## src/rtl/css_pkg.sv

```systemverilog
package css_pkg;

  localparam int unsigned PAL_CPU_HZ    = 985248;
  localparam int unsigned NTSC_CPU_HZ   = 1022727;
  localparam int unsigned PAL_LINES     = 312;
  localparam int unsigned PAL_LINE_CYC  = 63;
  localparam int unsigned NTSC_LINES    = 263;
  localparam int unsigned NTSC_LINE_CYC = 65;
  localparam int unsigned FRAC_BITS     = 4;

  typedef enum logic [1:0] {
    STEP_EXEC   = 2'd0,
    STEP_IDLE   = 2'd1,
    STEP_FINISH = 2'd2,
    STEP_NONE   = 2'd3
  } step_kind_e;

  function automatic int unsigned cpu_hz(input logic pal);
    return pal ? PAL_CPU_HZ : NTSC_CPU_HZ;
  endfunction

  function automatic int unsigned frame_cycles(input logic pal);
    return pal ? (PAL_LINES * PAL_LINE_CYC) : (NTSC_LINES * NTSC_LINE_CYC);
  endfunction

  function automatic logic [7:0] mix_atten(input logic [1:0] chips);
    case (chips)
      2'd0:    return 8'd0;
      2'd1:    return 8'd26;
      2'd2:    return 8'd43;
      default: return 8'd137;
    endcase
  endfunction

endpackage

```

## src/rtl/css_divider.sv

```systemverilog
module css_divider #(
  parameter int N_W = 24,
  parameter int D_W = 16
) (
  input  logic           clk,
  input  logic           rst_n,
  input  logic           start,
  input  logic [N_W-1:0] dividend,
  input  logic [D_W-1:0] divisor,
  output logic           busy,
  output logic           done,
  output logic [N_W-1:0] quotient
);

  localparam int CNT_W = $clog2(N_W + 1);
  localparam int P_W   = N_W + D_W;

  logic             busy_q, busy_d;
  logic             done_q, done_d;
  logic [CNT_W-1:0] cnt_q, cnt_d;
  logic [D_W-1:0]   rem_q, rem_d;
  logic [N_W-1:0]   quo_q, quo_d;
  logic [N_W-1:0]   dvd_q, dvd_d;
  logic [D_W-1:0]   dvs_q, dvs_d;
  logic [D_W:0]     shifted;
  logic [D_W:0]     trial;

  always_comb begin
    busy_d  = busy_q;
    done_d  = 1'b0;
    cnt_d   = cnt_q;
    rem_d   = rem_q;
    quo_d   = quo_q;
    dvd_d   = dvd_q;
    dvs_d   = dvs_q;
    shifted = {rem_q, quo_q[N_W-1]};
    trial   = shifted - {1'b0, dvs_q};
    if (busy_q) begin
      if (shifted >= {1'b0, dvs_q}) begin
        rem_d = trial[D_W-1:0];
        quo_d = {quo_q[N_W-2:0], 1'b1};
      end else begin
        rem_d = shifted[D_W-1:0];
        quo_d = {quo_q[N_W-2:0], 1'b0};
      end
      cnt_d = cnt_q + 1'b1;
      if (cnt_q == CNT_W'(N_W - 1)) begin
        busy_d = 1'b0;
        done_d = 1'b1;
      end
    end else if (start) begin
      busy_d = 1'b1;
      cnt_d  = '0;
      rem_d  = '0;
      quo_d  = dividend;
      dvd_d  = dividend;
      dvs_d  = divisor;
    end
  end

  always_ff @(posedge clk or negedge rst_n) begin
    if (!rst_n) begin
      busy_q <= 1'b0;
      done_q <= 1'b0;
      cnt_q  <= '0;
      rem_q  <= '0;
      quo_q  <= '0;
      dvd_q  <= '0;
      dvs_q  <= '0;
    end else begin
      busy_q <= busy_d;
      done_q <= done_d;
      cnt_q  <= cnt_d;
      rem_q  <= rem_d;
      quo_q  <= quo_d;
      dvd_q  <= dvd_d;
      dvs_q  <= dvs_d;
    end
  end

  assign busy     = busy_q;
  assign done     = done_q;
  assign quotient = quo_q;

  // quotient and remainder are consistent with the latched operands
  assert_div_exact_R5: assert property (@(posedge clk) disable iff (!rst_n)
    done_q |-> ((P_W'(quo_q) * P_W'(dvs_q) + P_W'(rem_q)) == P_W'(dvd_q)) && (rem_q < dvs_q));

endmodule

```

## src/rtl/css_config.sv

```systemverilog
module css_config
  import css_pkg::*;
#(
  parameter int RATE_W   = 16,
  parameter int CLK_W    = 24,
  parameter int FRM_W    = 16,
  parameter int ATT_W    = 8,
  parameter int DEF_RATE = 44100
) (
  input  logic              clk,
  input  logic              rst_n,
  input  logic              cfg_load,
  input  logic [RATE_W-1:0] cfg_rate,
  input  logic [1:0]        cfg_video_sel,
  input  logic [1:0]        cfg_chips,
  output logic              ready,
  output logic              is_pal,
  output logic [ATT_W-1:0]  atten,
  output logic [CLK_W-1:0]  ratio,
  output logic [RATE_W-1:0] tenth,
  output logic [FRM_W-1:0]  period,
  output logic              clear,
  output logic              tod_load
);

  typedef enum logic [1:0] {CF_IDLE, CF_RATIO, CF_TENTH} cf_state_e;

  cf_state_e         state_q, state_d;
  logic [RATE_W-1:0] rate_q, rate_d;
  logic              pal_q, pal_d;
  logic [1:0]        chips_q, chips_d;
  logic [CLK_W-1:0]  ratio_q, ratio_d;
  logic [RATE_W-1:0] tenth_q, tenth_d;
  logic              ready_q, ready_d;
  logic              tload_q, tload_d;

  logic              accept;
  logic [RATE_W-1:0] rate_in;
  logic              pal_in;
  logic              div_start, div_busy, div_done;
  logic [CLK_W-1:0]  div_dividend, div_quo;
  logic [RATE_W-1:0] div_divisor;

  assign accept  = cfg_load && (state_q == CF_IDLE);
  assign rate_in = (cfg_rate == '0) ? RATE_W'(DEF_RATE) : cfg_rate;
  assign pal_in  = (cfg_video_sel != 2'b10);

  always_comb begin
    state_d      = state_q;
    rate_d       = rate_q;
    pal_d        = pal_q;
    chips_d      = chips_q;
    ratio_d      = ratio_q;
    tenth_d      = tenth_q;
    ready_d      = ready_q;
    tload_d      = 1'b0;
    div_start    = 1'b0;
    div_dividend = CLK_W'(rate_q);
    div_divisor  = RATE_W'(10);
    case (state_q)
      CF_IDLE: begin
        if (accept) begin
          div_start    = 1'b1;
          div_dividend = CLK_W'(cpu_hz(pal_in) << FRAC_BITS);
          div_divisor  = rate_in;
          rate_d       = rate_in;
          pal_d        = pal_in;
          chips_d      = cfg_chips;
          ready_d      = 1'b0;
          state_d      = CF_RATIO;
        end
      end
      CF_RATIO: begin
        if (div_done) begin
          ratio_d   = div_quo;
          div_start = 1'b1;
          state_d   = CF_TENTH;
        end
      end
      CF_TENTH: begin
        if (div_done) begin
          tenth_d = div_quo[RATE_W-1:0];
          ready_d = 1'b1;
          tload_d = 1'b1;
          state_d = CF_IDLE;
        end
      end
      default: state_d = CF_IDLE;
    endcase
  end

  always_ff @(posedge clk or negedge rst_n) begin
    if (!rst_n) begin
      state_q <= CF_IDLE;
      rate_q  <= '0;
      pal_q   <= 1'b1;
      chips_q <= '0;
      ratio_q <= '0;
      tenth_q <= '0;
      ready_q <= 1'b0;
      tload_q <= 1'b0;
    end else begin
      state_q <= state_d;
      rate_q  <= rate_d;
      pal_q   <= pal_d;
      chips_q <= chips_d;
      ratio_q <= ratio_d;
      tenth_q <= tenth_d;
      ready_q <= ready_d;
      tload_q <= tload_d;
    end
  end

  css_divider #(.N_W(CLK_W), .D_W(RATE_W)) u_div (
    .clk      (clk),
    .rst_n    (rst_n),
    .start    (div_start),
    .dividend (div_dividend),
    .divisor  (div_divisor),
    .busy     (div_busy),
    .done     (div_done),
    .quotient (div_quo)
  );

  assign ready    = ready_q;
  assign is_pal   = pal_q;
  assign atten    = ATT_W'(mix_atten(chips_q));
  assign ratio    = ratio_q;
  assign tenth    = tenth_q;
  assign period   = FRM_W'(frame_cycles(pal_q));
  assign clear    = accept;
  assign tod_load = tload_q;

  // quotients are only published once the divider is idle
  assert_ready_idle_R2: assert property (@(posedge clk) disable iff (!rst_n)
    ready_q |-> !div_busy);

  // attenuation only takes the four table values
  assert_atten_set_R8: assert property (@(posedge clk) disable iff (!rst_n)
    (atten == ATT_W'(0)) || (atten == ATT_W'(26)) || (atten == ATT_W'(43)) || (atten == ATT_W'(137)));

endmodule

```

## src/rtl/css_accum.sv

```systemverilog
module css_accum
  import css_pkg::*;
#(
  parameter int CLK_W = 24,
  parameter int CYC_W = 4,
  parameter int FRM_W = 16
) (
  input  logic             clk,
  input  logic             rst_n,
  input  logic             clear,
  input  logic             ready,
  input  logic             step_valid,
  input  logic [CYC_W-1:0] step_cycles,
  input  logic [CLK_W-1:0] ratio,
  input  logic [FRM_W-1:0] period,
  output logic             sample_tick,
  output logic             frame_tick
);

  localparam int ACC_W = CLK_W + 2;

  logic [ACC_W-1:0] acc_q, acc_d;
  logic [FRM_W-1:0] frm_q, frm_d;
  logic             ftick_q, ftick_d;
  logic             take;
  logic [ACC_W-1:0] add_fx;
  logic [ACC_W-1:0] acc_base;
  logic [FRM_W:0]   frm_sum;

  assign take        = ready && step_valid;
  assign sample_tick = ready && (acc_q > ACC_W'(ratio));
  assign add_fx      = take ? (ACC_W'(step_cycles) << FRAC_BITS) : '0;
  assign acc_base    = sample_tick ? (acc_q - ACC_W'(ratio)) : acc_q;
  assign frm_sum     = (FRM_W+1)'(frm_q) + (FRM_W+1)'(step_cycles);

  always_comb begin
    acc_d   = acc_q;
    frm_d   = frm_q;
    ftick_d = 1'b0;
    if (clear) begin
      acc_d = '0;
      frm_d = '0;
    end else if (ready) begin
      acc_d = acc_base + add_fx;
      if (take) begin
        if (frm_sum >= (FRM_W+1)'(period)) begin
          frm_d   = FRM_W'(frm_sum - (FRM_W+1)'(period));
          ftick_d = 1'b1;
        end else begin
          frm_d = FRM_W'(frm_sum);
        end
      end
    end
  end

  always_ff @(posedge clk or negedge rst_n) begin
    if (!rst_n) begin
      acc_q   <= '0;
      frm_q   <= '0;
      ftick_q <= 1'b0;
    end else begin
      acc_q   <= acc_d;
      frm_q   <= frm_d;
      ftick_q <= ftick_d;
    end
  end

  assign frame_tick = ftick_q;

  // a sample drains at least as much as one step can add
  assert_drain_R5: assert property (@(posedge clk) disable iff (!rst_n)
    (sample_tick && !clear) |=> (acc_q <= $past(acc_q)));

  // the frame counter stays below one period while running
  assert_frame_bound_R6: assert property (@(posedge clk) disable iff (!rst_n)
    ready |-> (frm_q < period));

  // no frame event while the quotients are not valid
  assert_quiet_unready_R2: assert property (@(posedge clk) disable iff (!rst_n)
    !ready |-> !frame_tick);

endmodule

```

## src/rtl/css_tod.sv

```systemverilog
module css_tod #(
  parameter int RATE_W = 16,
  parameter int SEC_W  = 8
) (
  input  logic              clk,
  input  logic              rst_n,
  input  logic              clear,
  input  logic              load,
  input  logic [RATE_W-1:0] reload_val,
  input  logic              tick,
  output logic [3:0]        tenths,
  output logic [SEC_W-1:0]  seconds
);

  logic [RATE_W-1:0] cnt_q, cnt_d;
  logic [3:0]        ten_q, ten_d;
  logic [SEC_W-1:0]  sec_q, sec_d;

  always_comb begin
    cnt_d = cnt_q;
    ten_d = ten_q;
    sec_d = sec_q;
    if (clear) begin
      cnt_d = '0;
      ten_d = '0;
      sec_d = '0;
    end else if (load) begin
      cnt_d = reload_val;
    end else if (tick) begin
      if (cnt_q <= RATE_W'(1)) begin
        cnt_d = reload_val;
        if (ten_q == 4'd9) begin
          ten_d = '0;
          sec_d = sec_q + 1'b1;
        end else begin
          ten_d = ten_q + 1'b1;
        end
      end else begin
        cnt_d = cnt_q - 1'b1;
      end
    end
  end

  always_ff @(posedge clk or negedge rst_n) begin
    if (!rst_n) begin
      cnt_q <= '0;
      ten_q <= '0;
      sec_q <= '0;
    end else begin
      cnt_q <= cnt_d;
      ten_q <= ten_d;
      sec_q <= sec_d;
    end
  end

  assign tenths  = ten_q;
  assign seconds = sec_q;

  // tenths digit never leaves 0..9
  assert_tenths_range_R7: assert property (@(posedge clk) disable iff (!rst_n)
    ten_q <= 4'd9);

  // a 9 to 0 wrap that is not a clear carries into seconds
  assert_carry_R7: assert property (@(posedge clk) disable iff (!rst_n)
    ($past(ten_q) == 4'd9 && ten_q == 4'd0 && !$past(clear)) |-> (sec_q == $past(sec_q) + 1'b1));

endmodule

```

## src/rtl/cycle_sample_sched.sv

```systemverilog
module cycle_sample_sched
  import css_pkg::*;
#(
  parameter int RATE_W   = 16,
  parameter int CLK_W    = 24,
  parameter int CYC_W    = 4,
  parameter int FRM_W    = 16,
  parameter int ATT_W    = 8,
  parameter int SEC_W    = 8,
  parameter int DEF_RATE = 44100
) (
  input  logic              clk,
  input  logic              rst_n,
  input  logic              cfg_load,
  input  logic [RATE_W-1:0] cfg_rate,
  input  logic [1:0]        cfg_video_sel,
  input  logic [1:0]        cfg_chips,
  input  logic              step_valid,
  input  logic [1:0]        step_kind,
  input  logic [CYC_W-1:0]  step_cycles,
  output logic              cfg_ready,
  output logic              is_pal,
  output logic [ATT_W-1:0]  attenuation,
  output logic              sample_tick,
  output logic              frame_tick,
  output logic [3:0]        tod_tenths,
  output logic [SEC_W-1:0]  tod_seconds
);

  logic              ready;
  logic              clear;
  logic              tod_load;
  logic [CLK_W-1:0]  ratio;
  logic [RATE_W-1:0] tenth;
  logic [FRM_W-1:0]  period;
  logic [CYC_W-1:0]  cyc;
  logic              tick;

  // cycles charged per step kind
  always_comb begin
    case (step_kind_e'(step_kind))
      STEP_EXEC:   cyc = step_cycles;
      STEP_IDLE:   cyc = CYC_W'(7);
      STEP_FINISH: cyc = CYC_W'(6);
      default:     cyc = '0;
    endcase
  end

  css_config #(
    .RATE_W(RATE_W), .CLK_W(CLK_W), .FRM_W(FRM_W), .ATT_W(ATT_W), .DEF_RATE(DEF_RATE)
  ) u_cfg (
    .clk           (clk),
    .rst_n         (rst_n),
    .cfg_load      (cfg_load),
    .cfg_rate      (cfg_rate),
    .cfg_video_sel (cfg_video_sel),
    .cfg_chips     (cfg_chips),
    .ready         (ready),
    .is_pal        (is_pal),
    .atten         (attenuation),
    .ratio         (ratio),
    .tenth         (tenth),
    .period        (period),
    .clear         (clear),
    .tod_load      (tod_load)
  );

  css_accum #(.CLK_W(CLK_W), .CYC_W(CYC_W), .FRM_W(FRM_W)) u_acc (
    .clk         (clk),
    .rst_n       (rst_n),
    .clear       (clear),
    .ready       (ready),
    .step_valid  (step_valid),
    .step_cycles (cyc),
    .ratio       (ratio),
    .period      (period),
    .sample_tick (tick),
    .frame_tick  (frame_tick)
  );

  css_tod #(.RATE_W(RATE_W), .SEC_W(SEC_W)) u_tod (
    .clk        (clk),
    .rst_n      (rst_n),
    .clear      (clear),
    .load       (tod_load),
    .reload_val (tenth),
    .tick       (tick),
    .tenths     (tod_tenths),
    .seconds    (tod_seconds)
  );

  assign cfg_ready   = ready;
  assign sample_tick = tick;

  // an accepted load leaves cleared digits behind
  assert_load_clears_R9: assert property (@(posedge clk) disable iff (!rst_n)
    clear |=> (tod_tenths == 4'd0 && tod_seconds == '0 && !frame_tick));

endmodule

```

## config.mk

```make
export PLATFORM = sky130hd
export DESIGN_NAME = cycle_sample_sched
export DESIGN_NICKNAME = d
export VERILOG_FILES = /design/src/rtl/css_pkg.sv /design/src/rtl/css_divider.sv /design/src/rtl/css_config.sv /design/src/rtl/css_accum.sv /design/src/rtl/css_tod.sv /design/src/rtl/cycle_sample_sched.sv
export SDC_FILE = /design/constraint.sdc
export NUM_CORES = 1
export LEC_CHECK = 0
export BUFFER_PORTS_ARGS = -buffer_cell sky130_fd_sc_hd__buf_4
export CORE_MARGIN = 2
export CORE_UTILIZATION = 25
export CTS_BUF_LIST = sky130_fd_sc_hd__clkbuf_4
export DETAILED_ROUTE_END_ITERATION = 8
export GPL_ROUTABILITY_DRIVEN = 0
export SYNTH_ARGS = -nofsm -noshare
export SYNTH_HDL_FRONTEND = slang
export SYNTH_HIERARCHICAL = 1
export SYNTH_SLANG_ARGS = --single-unit
```

## constraint.sdc

```tcl
create_clock -name clk -period 14.5 [get_ports clk]
set_input_delay 0 -clock clk [delete_from_list [all_inputs] [get_ports clk]]
set_output_delay 0 -clock clk [all_outputs]
set_load 0.005 [all_outputs]
```

==> impl_results.md <==
* Clk_lat worst skew at ~630 ps
* Gr usage total at 0.1233
* CP Launch Point: u_acc/acc_q[5]
* Mapped Area at between 10000 and 15000 um^2
* Initial DRC Count at 994
* CTS Sinks at about 200
* Crit path launch type: flop
* VDD IR max at 0.0001256 V
* Critical-path cell list: ha_1, a21o_1, or3_4, o22a_4, a211o_4, a211o_1, nand2_2, nand2_1, o21ai_0, ha_1, fa_1, a21o_1, a21oi_1, inv_1, o21ai_0, or4_4, or4_1, nand3_1
* CP endpoint kind: flop
* Ranking of synthesized cells by area: dfrtp_1 (35%), ha_1 (6.7%), mux2i_1 (3.9%), nand2_1 (3.7%), o21ai_0 (3.6%)
* Syn_area_per_cell at about 9 um^2
* Clock Skews at between 30 and 40 ps
* Deepest clock path buffer count at 2
* Layout cells sized above 1 at 0.1198
* Pre-CTS setup slack at between 8000 and 9000 ps
* Die ar. at approximately 59000 um^2
* Lkg Pwr at about 0.0068 uW
* Worst hold margin at about 170 ps
* Reg clk slew, reported paths at roughly 180 ps
* Area of the multi-input gates at 8347 um^2
* Reg2reg end: u_acc/acc_q[24]
* Register area share after synthesis at 0.3485
* Setup Crit Path Kind: reg -> reg
* Met2 WL at roughly 17 mm
* Max-slew violation count at 0
* Non-filler cells in the finished layout at 2393
* Routed WL per cell at ~15 um
* Slew @ Worst Pin at 1100 ps
* First-pass GRT wire length at 59.98 mm
* CTS tree: built
* FFs w/ async S/R, synth at 1.000
* DR vias at 11920
* IO Port Bufs at just over 50
* Relative slew margins at 0.2586
* DR top layer: met4
* Core Region at 56170 um^2
* IO Count at 54
* Hold Buf Count CTS at 31
* Status: completed
* # resized after CTS at 0
* Hold endpoint: u_cfg/rate_q[3]
* Min-Delay Path Class: in -> reg
* Final Hold Fails at 0
* Final Cycle Share at 0.3866
* Metal3 WL at around 1.5 mm
* CP peak stage delay at approximately 700 ps
* Netlist cell types at 118
* Top-area cell type share of the netlist area at 0.3467
* Core Rows at 87
* CP max FO at 36
* R2r setup slk at a little under 9000 ps
* Nets at about 1700
* PD cells at 189.6 nW/um^2
* Min-delay src: cfg_rate[3]
* Avg Vias per Cell at around 5
* Required time worst endpoint at roughly 15000 ps
* Synthesized instance count at roughly 1600
* Crit-path slowest cell: or4_4
* Top_reg_cell synth: dfrtp_1
* Critical path data arrival time at roughly 6000 ps
* Hold path cells at 3
* FF-to-FF path depth at 18
* Met1 Wirelength at 17.57 mm
* Die width at around 240 um
* Dominant cell type by area after synthesis: dfrtp_1
* Sequential Area at between 4000 and 5000 um^2
* Drt first pass iters at 7
* Setup bufs post-CTS at 0
* DRT antenna net count at 0
* Final Util at 0.2796
* R2R Path Start: u_acc/acc_q[5]
* Fill cells at just over 6000
* Clk root buf: clkbuf_4
* Endpoints failing setup at 0
* Drt drc at 0
* Maximum Capacitance Violations at 0
* Vias in the first global route at around 12000
* Hpwl dp at approximately 26 mm
* Post-synth EDFFs at 0
* RSZ-0062 raised after global routing: no
* Final Critical Period at between 5000 and 6000 ps
* Htree depth at 4
* Drt total wl at roughly 36 mm
* YS warnings at 6
* Starting Density at 0.2519
* Cell total after placement at 2330
* Setup TNS at 0 ps
* Final setup margin at roughly 8900 ps
* GRT overflow at 0
* Fmax at 0.1784 GHz
* Pin count of the biggest net entering global routing at 58
* Flops & latches, synth at a little under 200
* Area grow syn2layout at 11.03%
* Number of CTS-inserted buffers at 17
* Die height at 241.9 um
* Initial antenna violation count at 1
[through the flow]
stage               total power (uW)  cell area [um^2]
floorplan                       2218             14190
global placement                2586             15090
detailed placement              2640             15090
CTS                             2982             15710
global route                    3253             15710
finish                          2979             15710
[critical path: cells and delay by family, from the launching register on]
family | cells | cell delay (ps)
compound gates | 8 | 1900
fa+ha+maj | 3 | 790
buf+inv | 1 | 80
flops | 1 | 440
simple gates | 6 | 2320
[cells by family after synthesis]
logic type	Yosys count	synth area share
AO/OA/AOI/OAI	432	0.2086
XOR/XNOR	57	0.03529
adder cells (fa/ha/maj)	81	0.07429
multiplexers	101	0.07553
other	2	0.0005308
flip-flops	197	0.3485
buffers and inverters	200	0.06438
AND/OR/NAND/NOR	526	0.1928
[cells in the mapped netlist (all sizes together) (11+ instances only)]
master and n:
and2 30, nand4 22, or4 11, xor2 17
a211oi 21, inv 105, ha 76, nor2b 19
nor3 27, mux2 46, xnor2 40, buf 41
a31oi 12, clkbuf 53, o22ai 17, or2 13
mux2i 55, nand3 51, a21o 32, nor2 114
dfrtp 196, o21ai 109, o211ai 19, o21a 16
nor4 22, and3 13, or3 15, a21oi 98
nand2b 24, nand2 142
[cell type report]
type | instances | share of cell area
repair buffers | 92 | 0.05042
multi-input cells | 1210 | 0.5314
well taps | 756 | 0.06022
flip-flops and latches | 197 | 0.3140
clock buffers | 17 | 0.008125
inverters | 106 | 0.02541
diodes | 1 | 0.0001593
clock inverters | 14 | 0.01028
[layer usage]
layer	track usage	vias to the layer above
met5	0	-
met1	0.1703	5838
met4	0.02542	0
met2	0.2041	258
li1	-	5799
met3	0.01831	23
[how the worst max path moves through the flow]
stage                      end  slack, ps
6_report       u_acc/acc_q[24]       8890
5_1_grt        u_acc/acc_q[24]       8570
4_1_cts        u_acc/acc_q[24]       8950
3_5_place_dp   u_acc/acc_q[24]       8970
3_3_place_gp   u_acc/acc_q[24]       9040
2_1_floorplan  u_acc/acc_q[18]       9080
[placed cells by master (no fill, tap or decap), drive strengths merged, types with 19 or more instances in the layout]
cell type / instances
a211oi: 21
a21o: 32
a21oi: 98
and2: 30
buf: 61
dfrtp: 196
dlygate4sd3: 30
ha: 76
inv: 114
mux2: 46
mux2i: 55
nand2: 142
nand2b: 24
nand3: 51
nand4: 22
nor2: 114
nor2b: 19
nor3: 27
nor4: 22
o211ai: 19
o21ai: 109
xnor2: 40
[registers in the layout, summed over array words and instances (netlist names)]
signal,cells
u_cfg/u_div/done,1
u_cfg/rate_q,16
u_cfg/state_q,2
u_cfg/u_div/quotient,24
u_cfg/u_div/rem_q,16
u_cfg/chips_q,2
u_tod/cnt_q,16
u_cfg/tod_load,1
u_cfg/u_div/cnt_q,5
u_cfg/ready,1
u_cfg/ratio,24
u_cfg/is_pal,1
u_tod/seconds,8
u_cfg/u_div/busy,1
u_cfg/u_div/dvs_q,16
u_acc/frame_tick,1
u_cfg/tenth,16
u_acc/frm_q,16
u_acc/acc_q,26
u_tod/tenths,4
[report_power, final]
part | internal (uW) | switching (uW) | leakage (uW)
Combinational | 721 | 987 | 0.00423
Clock | 93.6 | 216 | 0.000152
Sequential | 758 | 203 | 0.00246
(Power assumes the default switching activity.)
